==> src/rtl/pio_timer_pkg.sv <==
package pio_timer_pkg;

  typedef enum logic [2:0] {
    PH_IDLE   = 3'd0,
    PH_SETUP  = 3'd1,
    PH_STROBE = 3'd2,
    PH_HOLD   = 3'd3,
    PH_RECOV  = 3'd4,
    PH_DONE   = 3'd5
  } pio_phase_e;

  localparam int RDY_SYNC_STAGES = 2;

endpackage

==> src/rtl/pio_rdy_sync.sv <==
module pio_rdy_sync #(
  parameter int STAGES = 2
) (
  input  logic clk,
  input  logic arst_n,
  input  logic rst,
  input  logic din,
  output logic dout
);
  logic [STAGES-1:0] chain_q;

  always_ff @(posedge clk or negedge arst_n) begin
    if (!arst_n)   chain_q <= '0;
    else if (rst)  chain_q <= '0;
    else           chain_q <= {chain_q[STAGES-2:0], din};
  end

  assign dout = chain_q[STAGES-1];
endmodule

==> src/rtl/pio_phase_cnt.sv <==
module pio_phase_cnt #(
  parameter int TW = 8
) (
  input  logic          clk,
  input  logic          arst_n,
  input  logic          rst,
  input  logic          load,
  input  logic [TW-1:0] load_val,
  output logic          expired
);
  logic [TW-1:0] cnt_q;

  // Preload d(x)-1 so the phase lasts max(x,1) cycles; holds at zero.
  always_ff @(posedge clk or negedge arst_n) begin
    if (!arst_n)                cnt_q <= '0;
    else if (rst)               cnt_q <= '0;
    else if (load)              cnt_q <= (load_val == '0) ? '0 : load_val - 1'b1;
    else if (cnt_q != '0)       cnt_q <= cnt_q - 1'b1;
  end

  assign expired = (cnt_q == '0);
endmodule

==> src/rtl/pio_seq_fsm.sv <==
module pio_seq_fsm
  import pio_timer_pkg::*;
#(
  parameter int TW = 8
) (
  input  logic          clk,
  input  logic          arst_n,
  input  logic          rst,
  input  logic          start,
  input  logic          dir_wr,
  input  logic          rdy_wait_en,
  input  logic [TW-1:0] setup_ticks,
  input  logic [TW-1:0] active_ticks,
  input  logic [TW-1:0] hold_ticks,
  input  logic [TW-1:0] recov_ticks,
  input  logic          rdy_s,
  input  logic          expired,
  output logic          cnt_load,
  output logic [TW-1:0] cnt_val,
  output logic          rd_strb,
  output logic          wr_strb,
  output logic          bus_oe,
  output logic          cap_strb,
  output logic          cyc_done
);
  pio_phase_e    state_q, state_d;
  logic          wr_q, wr_d, wait_q;
  logic [TW-1:0] act_q, hold_q, recov_q;
  logic          accept;

  assign accept = (state_q == PH_IDLE) && start;

  always_comb begin
    state_d  = state_q;
    wr_d     = wr_q;
    cnt_load = 1'b0;
    cnt_val  = setup_ticks;
    case (state_q)
      PH_IDLE: if (start) begin
        state_d  = PH_SETUP;
        wr_d     = dir_wr;
        cnt_load = 1'b1;
        cnt_val  = setup_ticks;
      end
      PH_SETUP: if (expired) begin
        state_d  = PH_STROBE;
        cnt_load = 1'b1;
        cnt_val  = act_q;
      end
      PH_STROBE: if (expired && (!wait_q || rdy_s)) begin
        state_d  = PH_HOLD;
        cnt_load = 1'b1;
        cnt_val  = hold_q;
      end
      PH_HOLD: if (expired) begin
        state_d  = PH_RECOV;
        cnt_load = 1'b1;
        cnt_val  = recov_q;
      end
      PH_RECOV: if (expired) state_d = PH_DONE;
      PH_DONE:  state_d = PH_IDLE;
      default:  state_d = PH_IDLE;
    endcase
  end

  always_ff @(posedge clk or negedge arst_n) begin
    if (!arst_n) begin
      state_q <= PH_IDLE;
      wr_q    <= 1'b0;
      wait_q  <= 1'b0;
      act_q   <= '0;
      hold_q  <= '0;
      recov_q <= '0;
      rd_strb <= 1'b0;
      wr_strb <= 1'b0;
      bus_oe  <= 1'b0;
      cap_strb <= 1'b0;
      cyc_done <= 1'b0;
    end else if (rst) begin
      state_q <= PH_IDLE;
      wr_q    <= 1'b0;
      wait_q  <= 1'b0;
      act_q   <= '0;
      hold_q  <= '0;
      recov_q <= '0;
      rd_strb <= 1'b0;
      wr_strb <= 1'b0;
      bus_oe  <= 1'b0;
      cap_strb <= 1'b0;
      cyc_done <= 1'b0;
    end else begin
      state_q <= state_d;
      wr_q    <= wr_d;
      if (accept) begin
        wait_q  <= rdy_wait_en;
        act_q   <= active_ticks;
        hold_q  <= hold_ticks;
        recov_q <= recov_ticks;
      end
      rd_strb  <= (state_d == PH_STROBE) && !wr_d;
      wr_strb  <= (state_d == PH_STROBE) && wr_d;
      bus_oe   <= wr_d && (state_d inside {PH_SETUP, PH_STROBE, PH_HOLD});
      cap_strb <= !wr_q && (state_q == PH_STROBE) && (state_d == PH_HOLD);
      cyc_done <= (state_d == PH_DONE);
    end
  end

  // at most one strobe at a time
  a_r3_one_strobe: assert property (@(posedge clk) disable iff (rst || !arst_n)
    $onehot0({rd_strb, wr_strb}));

  // output enable covers every write strobe and no read strobe
  a_r6_oe_with_write: assert property (@(posedge clk) disable iff (rst || !arst_n)
    wr_strb |-> bus_oe);
  a_r6_no_oe_in_read: assert property (@(posedge clk) disable iff (rst || !arst_n)
    rd_strb |-> !bus_oe);

  // capture pulse follows the fall of the read strobe
  a_r5_cap_after_read: assert property (@(posedge clk) disable iff (rst || !arst_n)
    cap_strb |-> ($past(rd_strb) && !rd_strb));

  // completion pulse lasts one cycle
  a_r7_done_single: assert property (@(posedge clk) disable iff (rst || !arst_n)
    cyc_done |=> !cyc_done);

  // strobe is held while the enabled handshake sees ready low
  a_r4_wait_holds: assert property (@(posedge clk) disable iff (rst || !arst_n)
    (state_q == PH_STROBE && wait_q && !rdy_s) |=> (state_q == PH_STROBE));

  // a start during a busy phase never re-enters setup
  a_r8_busy_ignored: assert property (@(posedge clk) disable iff (rst || !arst_n)
    ((state_q inside {PH_STROBE, PH_HOLD, PH_RECOV, PH_DONE}) && start)
      |=> (state_q != PH_SETUP));
endmodule

==> src/rtl/pio_cycle_timer.sv <==
module pio_cycle_timer
  import pio_timer_pkg::*;
#(
  parameter int TW = 8
) (
  input  logic          clk,
  input  logic          arst_n,
  input  logic          rst,
  input  logic          start,
  input  logic          dir_wr,
  input  logic          rdy_wait_en,
  input  logic [TW-1:0] setup_ticks,
  input  logic [TW-1:0] active_ticks,
  input  logic [TW-1:0] hold_ticks,
  input  logic [TW-1:0] recov_ticks,
  input  logic          dev_rdy,
  output logic          rd_strb,
  output logic          wr_strb,
  output logic          bus_oe,
  output logic          cap_strb,
  output logic          cyc_done
);
  logic          rdy_s;
  logic          expired;
  logic          cnt_load;
  logic [TW-1:0] cnt_val;

  pio_rdy_sync #(.STAGES(RDY_SYNC_STAGES)) u_sync (
    .clk(clk), .arst_n(arst_n), .rst(rst), .din(dev_rdy), .dout(rdy_s)
  );

  pio_phase_cnt #(.TW(TW)) u_cnt (
    .clk(clk), .arst_n(arst_n), .rst(rst),
    .load(cnt_load), .load_val(cnt_val), .expired(expired)
  );

  pio_seq_fsm #(.TW(TW)) u_fsm (
    .clk(clk), .arst_n(arst_n), .rst(rst),
    .start(start), .dir_wr(dir_wr), .rdy_wait_en(rdy_wait_en),
    .setup_ticks(setup_ticks), .active_ticks(active_ticks),
    .hold_ticks(hold_ticks), .recov_ticks(recov_ticks),
    .rdy_s(rdy_s), .expired(expired),
    .cnt_load(cnt_load), .cnt_val(cnt_val),
    .rd_strb(rd_strb), .wr_strb(wr_strb), .bus_oe(bus_oe),
    .cap_strb(cap_strb), .cyc_done(cyc_done)
  );
endmodule

==> config.mk <==
export PLATFORM = sky130hd
export DESIGN_NAME = pio_cycle_timer
export DESIGN_NICKNAME = d
export VERILOG_FILES = /design/src/rtl/pio_timer_pkg.sv /design/src/rtl/pio_rdy_sync.sv /design/src/rtl/pio_phase_cnt.sv /design/src/rtl/pio_seq_fsm.sv /design/src/rtl/pio_cycle_timer.sv
export SDC_FILE = /design/constraint.sdc
export NUM_CORES = 1
export LEC_CHECK = 0
export BUFFER_PORTS_ARGS = -buffer_cell sky130_fd_sc_hd__buf_2
export CAP_MARGIN = 20
export CELL_PAD_IN_SITES_DETAIL_PLACEMENT = 0
export CELL_PAD_IN_SITES_GLOBAL_PLACEMENT = 1
export CORE_MARGIN = 10
export CORE_UTILIZATION = 41
export CTS_CLUSTER_SIZE = 16
export DETAILED_ROUTE_END_ITERATION = 10
export PLACE_DENSITY_LB_ADDON = 0.1
export SLEW_MARGIN = 15
export SYNTH_ARGS = -nofsm -noshare
export SYNTH_HDL_FRONTEND = slang
export SYNTH_SLANG_ARGS = --single-unit
==> constraint.sdc <==
create_clock -name clk -period 3.6 [get_ports clk]
set_input_delay 0.36 -clock clk [delete_from_list [all_inputs] [get_ports clk]]
set_output_delay 0.36 -clock clk [all_outputs]
set_load 0.02 [all_outputs]
==> results.rst, run 1 <==
.. list-table::
   :header-rows: 1

   * - Metric
     - Value
   * - Outcome
     - finished clean
   * - Count of buffers added by post-CTS timing repair for setup
     - 0
   * - Portion of the clock cycle consumed by the worst path in the final layout
     - 0.895
   * - Peak ir drop on the vdd network
     - 0.278 mV
   * - Switching part of the total power
     - 0.364
   * - Setup slack at placement
     - 267 ps
   * - Final cell area excluding filler cells
     - 2740 um^2
   * - Launch point of the worst reg-to-reg path
     - u_cnt.cnt_q[0]
   * - Average detailed-routed wire length per instance
     - 15.5 um
   * - Net switching power figure
     - 614 uW
   * - Final setup viols
     - 0
   * - Cell Area, Placed
     - 2620 um^2
   * - Min-Delay Path Class
     - input pin to asynchronous set/reset pin
   * - Post-synthesis share of cell area spent on and, or, nand and nor gates
     - 0.215
   * - Clock-pin slew on the worst setup and hold paths
     - 90 ps
   * - Cell row count
     - 27
   * - Hold Violations, Final
     - 0
   * - Critical path launch point type
     - flip-flop
   * - Final net count
     - 339
   * - Vias after detailed routing
     - 1934
   * - EDFF count, synth
     - 0
   * - Number of flip-flops and latches in the synthesized netlist
     - 44
   * - Max-slew headroom at the worst pin
     - 0.363
   * - Start point of the critical path
     - u_cnt.cnt_q[0]
   * - Count of input and output buffers
     - 43
   * - Global-route wire length before repair
     - 10100 um
   * - Post-synth design cell area
     - 2340 um^2
   * - Die Y-Extent
     - 95.6 um
   * - Setup repair after global routing missed its margin
     - false
   * - Synth Area in Compound Gates
     - 0.170
   * - Area enclosed by the die boundary
     - 9130 um^2
   * - Cell area power density
     - 614 nW/um^2
   * - Filler cell count in the final layout
     - 568
   * - Multiplexer fraction of the synthesized cell area
     - 0.0476
   * - N_diodes
     - 0
   * - Worst Setup End Kind
     - flip-flop
   * - Actual slew at the worst max-slew pin
     - 955 ps
   * - Horizontal die dimension
     - 95.6 um
   * - Fraction of power consumed by the clock network
     - 0.238
   * - Cts bufs inserted
     - 5
   * - Pre-Repair DR Iteration Count
     - 4
   * - Clock Tree Buf Depth
     - 2
   * - Number of different library cells in the post-synthesis netlist
     - 45
   * - H-tree level count
     - 2
   * - WP data arrival
     - 3380 ps
   * - Number of primary I/O pins
     - 44
   * - Number of global-route vias before repair
     - 2076
   * - Half-perimeter wire length after placement
     - 4180 um
   * - Average cell area after synthesis
     - 9.04 um^2
   * - Internal power
     - 1070 uW
   * - Worst setup slack after layout
     - 377 ps
   * - # clock sinks
     - 44
   * - Final hold slack
     - 207 ps
   * - Vias/cell
     - 5.23
   * - Maximum fanout count along the critical path
     - 10
   * - Initial core utilization
     - 0.423
   * - Total routing usage reported by global routing
     - 0.138
   * - Flop pwr share
     - 0.389
   * - Final sum of negative setup slack
     - 0 ps
   * - Clock tree from TritonCTS
     - yes
   * - Starting DRC count in detailed routing
     - 66
   * - Remaining antenna violation count
     - 0
   * - Routability-driven placement congestion ratio
     - 0.857
   * - Remaining Overflow, GRT
     - 0
   * - Final Skew
     - 8.56 ps
   * - Placeable core area
     - 5540 um^2
   * - Overall power
     - 1690 uW
   * - Cell chosen for the clock root
     - sky130_fd_sc_hd__clkbuf_8
   * - Seq/Total Area, Yosys
     - 0.470
   * - Number of max-slew violations in the final report
     - 0
   * - Synth Area in XOR/XNOR
     - 0.0449
   * - Combinational family with the most area after synthesis
     - simple AND/OR/NAND/NOR gates
   * - Post-synth net total
     - 301
   * - Required time at the worst-slack endpoint
     - 3760 ps
   * - DRC violations left
     - 0
   * - Post-synthesis adder-cell area fraction
     - 0.0160
   * - Register-to-Register Setup Slack
     - 380 ps
   * - Fraction of layout cells with a size suffix above 1
     - 0.252
   * - Period minus WS final
     - 3220 ps
   * - Worst setup path category
     - flip-flop to flip-flop
   * - Source-to-sink clock delay at the later pin of the worst-skew pair
     - 300 ps
   * - Share of power burned in combinational logic
     - 0.373
   * - Number of max-cap violations
     - 0
   * - Syn-to-layout area delta
     - 17.2%
   * - Ys flop type
     - sky130_fd_sc_hd__dfrtp_1
   * - Total detailed-routing wirelength
     - 5750 um
   * - Fraction of synthesis flops using an asynchronous set or reset pin
     - 1.00
   * - Maximum clock frequency
     - 0.310 GHz
   * - Number of synthesis warnings
     - 0
   * - Initial antenna violation count
     - 0
   * - Maximum number of pins on one net before global-route repair
     - 45
   * - Synthesized instance count
     - 259
   * - Static leakage
     - 0.00130 uW
==> worst max-delay path, stage by stage (launching register included) <==
cell	delay, ps
sky130_fd_sc_hd__dfrtp_1	390
sky130_fd_sc_hd__inv_1	90
sky130_fd_sc_hd__ha_1	220
sky130_fd_sc_hd__or4b_4	500
sky130_fd_sc_hd__or4_1	470
sky130_fd_sc_hd__or3_4	470
sky130_fd_sc_hd__a22oi_2	280
sky130_fd_sc_hd__ha_1	200
sky130_fd_sc_hd__nand4_1	100
sky130_fd_sc_hd__nand3b_1	240
sky130_fd_sc_hd__o32ai_1	130
==> cells by family after synthesis <==
family          after synthesis
buf+inv                      20
fa+ha+maj                     3
simple gates                108
flops                        44
xor+xnor                     12
mux                          10
compound gates               62
==> registers in the layout (all words and copies together), names as in the netlist <==
register        flops
u_fsm.cyc_done      1
u_fsm.wait_q        1
u_fsm.recov_q       8
u_cnt.cnt_q         8
u_fsm.hold_q        8
u_fsm.rd_strb       1
u_sync.chain_q      2
u_fsm.state_q       3
u_fsm.cap_strb      1
u_fsm.wr_strb       1
u_fsm.act_q         8
u_fsm.wr_q          1
u_fsm.bus_oe        1
==> synthesized netlist by cell type, types with 2 or more instances <==
master / n / area share
sky130_fd_sc_hd__a32oi_1: 5 / 0.019
sky130_fd_sc_hd__and2_1: 3 / 0.0080
sky130_fd_sc_hd__or3_1: 3 / 0.0080
sky130_fd_sc_hd__nor3_1: 4 / 0.0086
sky130_fd_sc_hd__buf_1: 3 / 0.0048
sky130_fd_sc_hd__nand3b_1: 2 / 0.0064
sky130_fd_sc_hd__inv_1: 3 / 0.0048
sky130_fd_sc_hd__o21ai_0: 2 / 0.0043
sky130_fd_sc_hd__mux2_2: 9 / 0.043
sky130_fd_sc_hd__nor3b_1: 2 / 0.0064
sky130_fd_sc_hd__xor2_1: 5 / 0.019
sky130_fd_sc_hd__o22ai_1: 5 / 0.013
sky130_fd_sc_hd__xnor2_1: 7 / 0.026
sky130_fd_sc_hd__a21oi_1: 37 / 0.079
sky130_fd_sc_hd__nor2_1: 16 / 0.026
sky130_fd_sc_hd__clkbuf_1: 12 / 0.019
sky130_fd_sc_hd__nor2b_1: 4 / 0.011
sky130_fd_sc_hd__a21o_1: 2 / 0.0064
sky130_fd_sc_hd__or2_2: 2 / 0.0053
sky130_fd_sc_hd__dfrtp_1: 44 / 0.47
sky130_fd_sc_hd__nand3_1: 4 / 0.0086
sky130_fd_sc_hd__nand2_1: 58 / 0.093
sky130_fd_sc_hd__ha_1: 3 / 0.016
sky130_fd_sc_hd__a22o_1: 3 / 0.011
==> area by class of cell <==
cell class	count	area (um^2)	share of cell area
clock buffer	6	82.6	0.0301
timing repair buffer	48	253	0.0921
tap	72	90.1	0.0328
clock inverter	2	38.8	0.0141
inverter	3	11.3	0.00410
sequential	44	1100	0.401
multi-input combinational	195	1170	0.425
==> cells in the final DEF (no fill, tap or decap), types with 4 or more instances in the layout <==
master,n
sky130_fd_sc_hd__o22ai_1,5
sky130_fd_sc_hd__buf_4,5
sky130_fd_sc_hd__a21oi_1,37
sky130_fd_sc_hd__nand2_1,58
sky130_fd_sc_hd__xnor2_1,7
sky130_fd_sc_hd__dfrtp_1,44
sky130_fd_sc_hd__mux2_2,9
sky130_fd_sc_hd__xor2_1,5
sky130_fd_sc_hd__buf_2,43
sky130_fd_sc_hd__nand3_1,4
sky130_fd_sc_hd__a32oi_1,5
sky130_fd_sc_hd__nor2b_1,4
sky130_fd_sc_hd__nor3_1,4
sky130_fd_sc_hd__clkbuf_8,6
sky130_fd_sc_hd__nor2_1,16
==> worst paths after layout <==
check | end | depth (start not counted)
worst max register to register | u_cnt.cnt_q[1] | 10
worst min-delay path | u_fsm.recov_q[3] | 1
max in group asynchronous | u_fsm.hold_q[1] | 1
worst min register to register | u_fsm.cap_strb | 1
worst max-delay path | u_cnt.cnt_q[1] | 10
min in group clk | u_fsm.hold_q[4] | 3
==> metrics by stage <==
step                utilization  cells
floorplan                     -    259
global placement          0.472    362
detailed placement        0.472    362
CTS                       0.494    370
global route              0.495    370
finish                    0.495    370
==> power by group through the flow <==
stage	registers (uW)	logic, uW	clock network, uW
2_1_floorplan	633	477	0
3_3_place_gp	661	629	0
3_5_place_dp	664	623	0
4_1_cts	654	631	412
5_1_grt	670	711	439
6_report	656	629	401
==> per-layer routing <==
metal	part of all wire	global-route usage	vias up
met5	0	0	-
met4	0.018	0.0516	0
met3	0.053	0.0424	9
met2	0.46	0.213	31
met1	0.47	0.176	919
li1	-	-	975
==> timing repair <==
item | 4_1_cts | 5_1_grt
endpoints found under the setup margin | 0 | 1
resized for setup | 0 | 1
hold buffers | 0 | 0
Note: power is estimated with default switching activity, not from simulation.
==> run 2, diff against run 1 <==
==> constraint.sdc (replaced) <==
create_clock -name clk -period 3.1 [get_ports clk]
set_input_delay 0.31 -clock clk [delete_from_list [all_inputs] [get_ports clk]]
set_output_delay 0.31 -clock clk [all_outputs]
set_load 0.02 [all_outputs]
==> run 2 against run 1 <==
  * Cell count rose by 3.0%
  * Register-to-register slack got worse by 330 ps
  * Non-clock buffer count rose by 11
  * Worst hold slack got worse by 56 ps
  * Maximum frequency rose by 5.5%
  * Count of clock-buffer cells in the layout fell by 1
  * Sequential share of layout area fell by 1.5 points
  * Routed wire length rose by 3.0%
  * Critical path depth rose by 1
  * Largest cell class unchanged
  * Highest routed layer unchanged
==> results.rst, run 2 (synthesized netlist as in run 1, its figures left out) <==
.. list-table::
   :header-rows: 1

   * - Metric
     - Value
   * - Outcome
     - finished clean (unchanged)
   * - Actual slew at the worst max-slew pin
     - 956 ps (was 955 ps)
   * - Critical path launch point type
     - flip-flop (unchanged)
   * - Most frequent standard cell in the layout excluding fill and tap cells
     - sky130_fd_sc_hd__nand2_1 (unchanged)
   * - Maximum number of pins on one net before global-route repair
     - 45 (unchanged)
   * - Static leakage
     - 0.00135 uW (was 0.00130 uW)
   * - Average detailed-routed wire length per instance
     - 15.5 um (about the same)
   * - Worst setup slack after layout
     - 43.7 ps (was 377 ps)
   * - Number of primary I/O pins
     - 44 (unchanged)
   * - Total detailed-routing wirelength
     - 5920 um (was 5750 um)
   * - Worst path top cell family by delay
     - simple AND/OR/NAND/NOR gates (unchanged)
   * - Hold buffers post-CTS
     - 0 (unchanged)
   * - Core utilization of the finished layout
     - 0.515 (was 0.495)
   * - Setup slack at placement
     - -58.9 ps (was 267 ps)
   * - Cell area power density
     - 722 nW/um^2 (was 614 nW/um^2)
   * - Number of max-cap violations
     - 0 (unchanged)
   * - Routability-driven placement congestion ratio
     - 0.789 (was 0.857)
   * - Vias after detailed routing
     - 1955 (was 1934)
   * - Period minus WS final
     - 3060 ps (was 3220 ps)
   * - N_diodes
     - 0 (unchanged)
   * - Initial core utilization
     - 0.423 (unchanged)
   * - Maximum clock frequency
     - 0.327 GHz (was 0.310 GHz)
   * - Fraction of layout cells with a size suffix above 1
     - 0.307 (was 0.252)
   * - Cell-by-cell listing of the critical path
     - inv_2 -> ha_2 -> or4b_4 -> or4_4 -> or3_4 -> a22oi_2 -> ha_2 -> nand4_1 -> nand3b_1 -> buf_4 -> o22ai_1 (was inv_1 -> ha_1 -> or4b_4 -> or4_1 -> or3_4 -> a22oi_2 -> ha_1 -> nand4_1 -> nand3b_1 -> o32ai_1)
   * - Final setup viols
     - 0 (unchanged)
   * - DRC violations left
     - 0 (unchanged)
   * - Cts bufs inserted
     - 5 (unchanged)
   * - CP peak stage delay
     - 470 ps (was 500 ps)
   * - Hold Violations, Final
     - 0 (unchanged)
   * - Final Skew
     - 11.4 ps (was 8.56 ps)
   * - Pre-Repair DR Iteration Count
     - 4 (unchanged)
   * - Global-route wire length before repair
     - 9830 um (was 10100 um)
   * - Remaining antenna violation count
     - 0 (unchanged)
   * - Horizontal die dimension
     - 95.6 um (unchanged)
   * - Remaining Overflow, GRT
     - 0 (unchanged)
   * - Final net count
     - 350 (was 339)
   * - Area enclosed by the die boundary
     - 9130 um^2 (unchanged)
   * - Starting DRC count in detailed routing
     - 77 (was 66)
   * - Number of max-slew violations in the final report
     - 0 (unchanged)
   * - Portion of the clock cycle consumed by the worst path in the final layout
     - 0.986 (was 0.895)
   * - Required time at the worst-slack endpoint
     - 3280 ps (was 3760 ps)
   * - Clock tree from TritonCTS
     - yes (unchanged)
   * - Number of global-route vias before repair
     - 2045 (was 2076)
   * - WP data arrival
     - 3240 ps (was 3380 ps)
   * - Total routing usage reported by global routing
     - 0.137 (was 0.138)
   * - Half-perimeter wire length after placement
     - 4300 um (was 4180 um)
   * - # clock sinks
     - 44 (unchanged)
   * - Most numerous cell on the critical path
     - sky130_fd_sc_hd__ha_2 (was sky130_fd_sc_hd__ha_1)
   * - Cell row count
     - 27 (unchanged)
   * - Syn-to-layout area delta
     - 21.8% (was 17.2%)
   * - H-tree level count
     - 2 (unchanged)
   * - Peak ir drop on the vdd network
     - 0.408 mV (was 0.278 mV)
   * - Die Y-Extent
     - 95.6 um (unchanged)
   * - Maximum fanout count along the critical path
     - 6 (was 10)
   * - Initial antenna violation count
     - 0 (unchanged)
   * - Clock Tree Buf Depth
     - 2 (unchanged)
   * - Count of input and output buffers
     - 43 (unchanged)
   * - Source-to-sink clock delay at the later pin of the worst-skew pair
     - 310 ps (was 300 ps)
   * - Placeable core area
     - 5540 um^2 (unchanged)
   * - Max-slew headroom at the worst pin
     - 0.363 (about the same)
   * - Worst Setup End Kind
     - flip-flop (unchanged)
   * - Cell chosen for the clock root
     - sky130_fd_sc_hd__clkbuf_8 (unchanged)
   * - Overall power
     - 2060 uW (was 1690 uW)
   * - Slowest stage cell on the critical path
     - sky130_fd_sc_hd__or4b_4 (unchanged)
   * - Min-Delay Path Class
     - input pin to asynchronous set/reset pin (unchanged)
   * - Leading cell types in the layout, fill and taps excluded
     - sky130_fd_sc_hd__nand2_1, sky130_fd_sc_hd__dfrtp_1, sky130_fd_sc_hd__buf_2 (unchanged)
   * - Worst setup path category
     - flip-flop to flip-flop (unchanged)
   * - Vias/cell
     - 5.13 (was 5.23)
   * - Clock-pin slew on the worst setup and hold paths
     - 90 ps (about the same)
   * - Buffer and inverter count on the worst path
     - 2 (was 1)
## run 2: power by group
| group | leakage [uW] | internal, uW | switching (uW) |
|---|---|---|---|
| Sequential | 0.000591 | 667 | 91.5 |
| Clock | 0.0000548 | 243 | 208 |
| Combinational | 0.000705 | 390 | 459 |
## run 2: path summary, 6_finish.rpt
kind / start / endpoint / slack (ps) / cells after the start
setup reg to reg: u_cnt.cnt_q[0] / u_cnt.cnt_q[6] / 40 / 11
hold reg to reg: u_fsm.wr_q / u_fsm.cap_strb / 450 / 1
max in group asynchronous: arst_n / u_fsm.hold_q[0] / 2360 / 1
hold / removal: arst_n / u_fsm.act_q[2] / 150 / 1
min in group clk: dev_rdy / u_sync.chain_q[0] / 220 / 2
setup / recovery: u_cnt.cnt_q[0] / u_cnt.cnt_q[6] / 40 / 11
## run 2: worst register-to-register path, delay by kind of cell (launching register included)
family / cells / cell delay [ps]
buf+inv: 2 / 220
flops: 1 / 400
compound gates: 2 / 340
fa+ha+maj: 2 / 410
simple gates: 5 / 1570
## run 2: timing repair
| item | 4_1_cts | 5_1_grt |
|---|---|---|
| pin swaps | 0 | 4 |
| endpoints found under the setup margin | 7 | 7 |
| setup buffers | 0 | 5 |
| resized for setup | 1 | 9 |
## run 2: cell type report
class / instances / area, um^2
Fill cell: 564 / 2690
Timing Repair Buffer: 59 / 335
Multi-Input combinational cell: 195 / 1200
Clock buffer: 5 / 68.8
Tap cell: 72 / 90.1
Sequential cell: 44 / 1100
Inverter: 3 / 11.3
Clock inverter: 3 / 46.3
## run 2: metal layers
layer | GRT usage | share of wire
met3 | 0.0416 | 0.051
met5 | 0 | 0
met4 | 0.0467 | 0.016
met2 | 0.223 | 0.48
met1 | 0.167 | 0.45
## run 2: per-stage QoR
stage          setup TNS [ps]  instances  instance area (um^2)  hold WS, ps
2_1_floorplan               0        259                  2340         14.4
3_3_place_gp                0        368                  2660          429
3_5_place_dp             -152        368                  2660          430
4_1_cts                     0        376                  2780          185
5_1_grt                  -506        381                  2850          209
6_report                    0        381                  2850          151
==> run 3, diff against run 2 <==
--- a/config.mk
+++ b/config.mk
@@ -5,6 +5,7 @@
 export SDC_FILE = /design/constraint.sdc
 export NUM_CORES = 1
 export LEC_CHECK = 0
+export ABC_AREA = 1
 export BUFFER_PORTS_ARGS = -buffer_cell sky130_fd_sc_hd__buf_2
 export CAP_MARGIN = 20
 export CELL_PAD_IN_SITES_DETAIL_PLACEMENT = 0
==> run 3 against run 2 <==
  * Clock skew down 3.0 ps
  * Critical path depth up 6
  * Routed wire length up 29%
  * Critical path type unchanged
  * Die area up 17%
  * Core utilization down 3.1 points
==> results.rst, run 3 <==
.. list-table::
   :header-rows: 1

   * - Metric
     - Value
   * - Cell-by-cell listing of the critical path
     - inv_1 -> ha_1 -> nand2_1 -> nor2_2 -> nand2_1 -> inv_1 -> nand2_1 -> o21ai_0 -> nor2_1 -> nand3_1 -> inv_1 -> ha_1 -> inv_1 -> nor2_1 -> o21ai_0 -> nand3_1 -> a21oi_1 (was inv_2 -> ha_2 -> or4b_4 -> or4_4 -> or3_4 -> a22oi_2 -> ha_2 -> nand4_1 -> nand3b_1 -> buf_4 -> o22ai_1)
   * - Cell area power density
     - 699 nW/um^2 (was 722 nW/um^2)
   * - Count of input and output buffers
     - 43 (unchanged)
   * - Area enclosed by the die boundary
     - 10700 um^2 (was 9130 um^2)
   * - Final Skew
     - 8.31 ps (was 11.4 ps)
   * - H-tree level count
     - 2 (unchanged)
   * - EDFF count, synth
     - 0 (unchanged)
   * - Worst setup slack after layout
     - 409 ps (was 43.7 ps)
   * - Buffer and inverter count on the worst path
     - 4 (was 2)
   * - Number of max-slew violations in the final report
     - 0 (unchanged)
   * - Horizontal die dimension
     - 103 um (was 95.6 um)
   * - Endpoint, Worst Hold
     - u_sync.chain_q[0]
   * - Worst setup path category
     - flip-flop to flip-flop (unchanged)
   * - Number of placed instances, taps included
     - 511 (was 368)
   * - Number of different library cells in the post-synthesis netlist
     - 28 (was 45)
   * - Max-slew headroom at the worst pin
     - 0.635 (was 0.363)
   * - Period minus WS final
     - 2690 ps (was 3060 ps)
   * - Average detailed-routed wire length per instance
     - 14.6 um (was 15.5 um)
   * - Hold Crit Depth
     - 3
   * - Number of synthesis warnings
     - 0 (unchanged)
   * - Global-route wire length before repair
     - 12700 um (was 9830 um)
   * - Routability-driven placement congestion ratio
     - 0.859 (was 0.789)
   * - Count of buffers added by post-CTS timing repair for setup
     - 0 (unchanged)
   * - Initial antenna violation count
     - 0 (unchanged)
   * - Fraction of synthesis flops using an asynchronous set or reset pin
     - 1.00 (unchanged)
   * - Number of standard cells in the final layout excluding fillers
     - 521 (was 381)
   * - Vias/cell
     - 5.07 (was 5.13)
   * - Total of cells resized after clock tree synthesis
     - 0 (was 1)
   * - Cell chosen for the clock root
     - sky130_fd_sc_hd__clkbuf_8 (unchanged)
   * - Seq/Total Area, Yosys
     - 0.387 (was 0.470)
   * - Die Y-Extent
     - 103 um (was 95.6 um)
   * - Worst Setup End Kind
     - flip-flop (unchanged)
   * - Most frequent standard cell in the layout excluding fill and tap cells
     - sky130_fd_sc_hd__nand2_1 (unchanged)
   * - Slowest stage cell on the critical path
     - sky130_fd_sc_hd__nor2_2 (was sky130_fd_sc_hd__or4b_4)
   * - WP data arrival
     - 2910 ps (was 3240 ps)
   * - Peak ir drop on the vdd network
     - 0.238 mV (was 0.408 mV)
   * - Placeable core area
     - 6760 um^2 (was 5540 um^2)
   * - Cell row count
     - 30 (was 27)
   * - Source-to-sink clock delay at the later pin of the worst-skew pair
     - 300 ps (was 310 ps)
   * - Maximum fanout count along the critical path
     - 13 (was 6)
   * - Actual slew at the worst max-slew pin
     - 546 ps (was 956 ps)
   * - Area fraction of the dominant cell type after synthesis
     - 0.387 (was 0.470)
   * - Cts bufs inserted
     - 5 (unchanged)
   * - Required time at the worst-slack endpoint
     - 3320 ps (was 3280 ps)
   * - Number of flip-flops and latches in the synthesized netlist
     - 44 (unchanged)
   * - Total detailed-routing wirelength
     - 7630 um (was 5920 um)
   * - Worst path top cell family by delay
     - simple AND/OR/NAND/NOR gates (unchanged)
   * - Average cell area after synthesis
     - 7.24 um^2 (was 9.04 um^2)
   * - Fraction of layout cells with a size suffix above 1
     - 0.240 (was 0.307)
   * - # clock sinks
     - 44 (unchanged)
   * - Number of max-cap violations
     - 0 (unchanged)
   * - Post-synth design cell area
     - 2850 um^2 (was 2340 um^2)
   * - Clock Tree Buf Depth
     - 2 (unchanged)
   * - Number of cells on the worst reg-to-reg path
     - 17 (was 11)
   * - Synthesized instance count
     - 393 (was 259)
   * - N_diodes
     - 0 (unchanged)
   * - Final net count
     - 482 (was 350)
   * - Hold buffers post-CTS
     - 0 (unchanged)
   * - Portion of the clock cycle consumed by the worst path in the final layout
     - 0.868 (was 0.986)
   * - Most used standard cell by instance count after synthesis
     - sky130_fd_sc_hd__nand2_1 (unchanged)
   * - Initial core utilization
     - 0.421 (was 0.423)
   * - Syn-to-layout area delta
     - 14.8% (was 21.8%)
   * - Reg-to-reg endpoint
     - u_cnt.cnt_q[4] (was u_cnt.cnt_q[6])
   * - Leading cell types in the layout, fill and taps excluded
     - sky130_fd_sc_hd__nand2_1, sky130_fd_sc_hd__nand3_1, sky130_fd_sc_hd__inv_1, sky130_fd_sc_hd__dfrtp_1, sky130_fd_sc_hd__buf_2 (was sky130_fd_sc_hd__nand2_1, sky130_fd_sc_hd__dfrtp_1, sky130_fd_sc_hd__buf_2)
   * - Clock tree from TritonCTS
     - yes (unchanged)
   * - Critical path launch point type
     - flip-flop (unchanged)
   * - Maximum clock frequency
     - 0.372 GHz (was 0.327 GHz)
   * - Min-Delay Path Class
     - input pin to flip-flop (was input pin to asynchronous set/reset pin)
   * - Cell types with the highest counts after synthesis
     - sky130_fd_sc_hd__nand2_1, sky130_fd_sc_hd__nand3_1, sky130_fd_sc_hd__dfrtp_1, sky130_fd_sc_hd__inv_1, sky130_fd_sc_hd__nor2_1 (was sky130_fd_sc_hd__nand2_1, sky130_fd_sc_hd__dfrtp_1, sky130_fd_sc_hd__a21oi_1, sky130_fd_sc_hd__nor2_1, sky130_fd_sc_hd__clkbuf_1)
   * - Ys flop type
     - sky130_fd_sc_hd__dfrtp_1 (unchanged)
   * - Total routing usage reported by global routing
     - 0.150 (was 0.137)
   * - Start point of the critical path
     - u_cnt.cnt_q[0] (unchanged)
   * - Pre-Repair DR Iteration Count
     - 4 (unchanged)
   * - Post-synth net total
     - 435 (was 301)
   * - Most numerous cell on the critical path
     - sky130_fd_sc_hd__inv_1 (was sky130_fd_sc_hd__ha_2)
   * - Maximum number of pins on one net before global-route repair
     - 45 (unchanged)
   * - Vias after detailed routing
     - 2639 (was 1955)
   * - Clock-pin slew on the worst setup and hold paths
     - 90 ps (about the same)
   * - Number of global-route vias before repair
     - 2599 (was 2045)
   * - Final sum of negative setup slack
     - 0 ps (unchanged)
   * - Setup slack at placement
     - 428 ps (was -58.9 ps)
   * - Number of primary I/O pins
     - 44 (unchanged)
   * - DRC violations left
     - 0 (unchanged)
   * - Hold Violations, Final
     - 0 (unchanged)
   * - Final setup viols
     - 0 (unchanged)
   * - Top cells by area in the synthesized netlist
     - sky130_fd_sc_hd__dfrtp_1, sky130_fd_sc_hd__nand2_1, sky130_fd_sc_hd__nand3_1, sky130_fd_sc_hd__inv_1, sky130_fd_sc_hd__o21ai_0 (was sky130_fd_sc_hd__dfrtp_1, sky130_fd_sc_hd__nand2_1, sky130_fd_sc_hd__a21oi_1, sky130_fd_sc_hd__mux2_2, sky130_fd_sc_hd__xnor2_1)
   * - Register-to-Register Setup Slack
     - 410 ps (was 40 ps)
   * - Starting DRC count in detailed routing
     - 119 (was 77)
   * - Remaining Overflow, GRT
     - 0 (unchanged)
   * - CP peak stage delay
     - 450 ps (was 470 ps)
   * - Worst hold path startpoint
     - dev_rdy
   * - Outcome
     - finished clean (unchanged)
   * - Remaining antenna violation count
     - 0 (unchanged)
   * - Launch point of the worst reg-to-reg path
     - u_cnt.cnt_q[0] (unchanged)
   * - Static leakage
     - 0.00174 uW (was 0.00135 uW)
   * - Setup repair after global routing missed its margin
     - false
   * - Library cell with the largest summed area after synthesis
     - sky130_fd_sc_hd__dfrtp_1 (unchanged)
   * - Half-perimeter wire length after placement
     - 5790 um (was 4300 um)
[run 3: area by class of cell]
type / count / area, um^2
flip-flops and latches: 44 / 1100
well taps: 80 / 100
inverters: 49 / 184
clock buffers: 6 / 82.6
repair buffers: 53 / 305
multi-input cells: 287 / 1480
fillers: 693 / 3490
clock inverters: 2 / 15.0
[run 3: worst max-delay path by stage]
stage	endpoint	slack (ps)	cells past startpoint
after floorplan	u_cnt.cnt_q[0]	890	17
after global placement	u_cnt.cnt_q[2]	550	16
after detailed placement	u_cnt.cnt_q[4]	430	17
after CTS	u_cnt.cnt_q[4]	400	17
after global routing	u_cnt.cnt_q[4]	30	17
final	u_cnt.cnt_q[4]	410	17
[run 3: worst register-to-register path, stage by stage (launching register included)]
cell and delay [ps]:
sky130_fd_sc_hd__dfrtp_1 380, sky130_fd_sc_hd__inv_1 90, sky130_fd_sc_hd__ha_1 250, sky130_fd_sc_hd__nand2_1 90, sky130_fd_sc_hd__nor2_2 450, sky130_fd_sc_hd__nand2_1 140
sky130_fd_sc_hd__inv_1 150, sky130_fd_sc_hd__nand2_1 70, sky130_fd_sc_hd__o21ai_0 80, sky130_fd_sc_hd__nor2_1 60, sky130_fd_sc_hd__nand3_1 110, sky130_fd_sc_hd__inv_1 90
sky130_fd_sc_hd__ha_1 220, sky130_fd_sc_hd__inv_1 110, sky130_fd_sc_hd__nor2_1 60, sky130_fd_sc_hd__o21ai_0 70, sky130_fd_sc_hd__nand3_1 90, sky130_fd_sc_hd__a21oi_1 130
[run 3: per-layer routing]
layer | vias to the layer above | global-route usage | part of all wire
met5 | - | 0 | 0
met4 | 0 | 0.0353 | 0.0052
met3 | 2 | 0.0346 | 0.056
met2 | 58 | 0.231 | 0.46
met1 | 1223 | 0.207 | 0.48
li1 | 1356 | - | -
[run 3: kinds of logic (layout without fill, tap and decap cells)]
family	count (synthesis)	after routing	synth area share
multiplexers	1	1	0.00352
AO/OA/AOI/OAI	45	45	0.0805
adder cells (fa/ha/maj)	3	3	0.0132
buffers and inverters	62	110	0.0932
XOR/XNOR	5	5	0.0154
flip-flops	44	44	0.387
AND/OR/NAND/NOR	233	233	0.407
[run 3: stage by stage]
step           hold slack, ps  area (um^2)  power (uW)  utilization
3_3_place_gp              438         3140        1900        0.465
2_1_floorplan            14.4         2850        1650            -
4_1_cts                   187         3240        2310        0.479
6_report                  205         3270        2280        0.484
3_5_place_dp              451         3140        1910        0.465
5_1_grt                   214         3270        2500        0.484
[run 3: power breakdown]
| group | switching (uW) | leakage, uW | internal [uW] |
|---|---|---|---|
| logic | 767 | 0.00110 | 392 |
| clock network | 208 | 0.0000434 | 181 |
| registers | 69.3 | 0.000589 | 666 |
| total | 1040 | 0.00174 | 1240 |
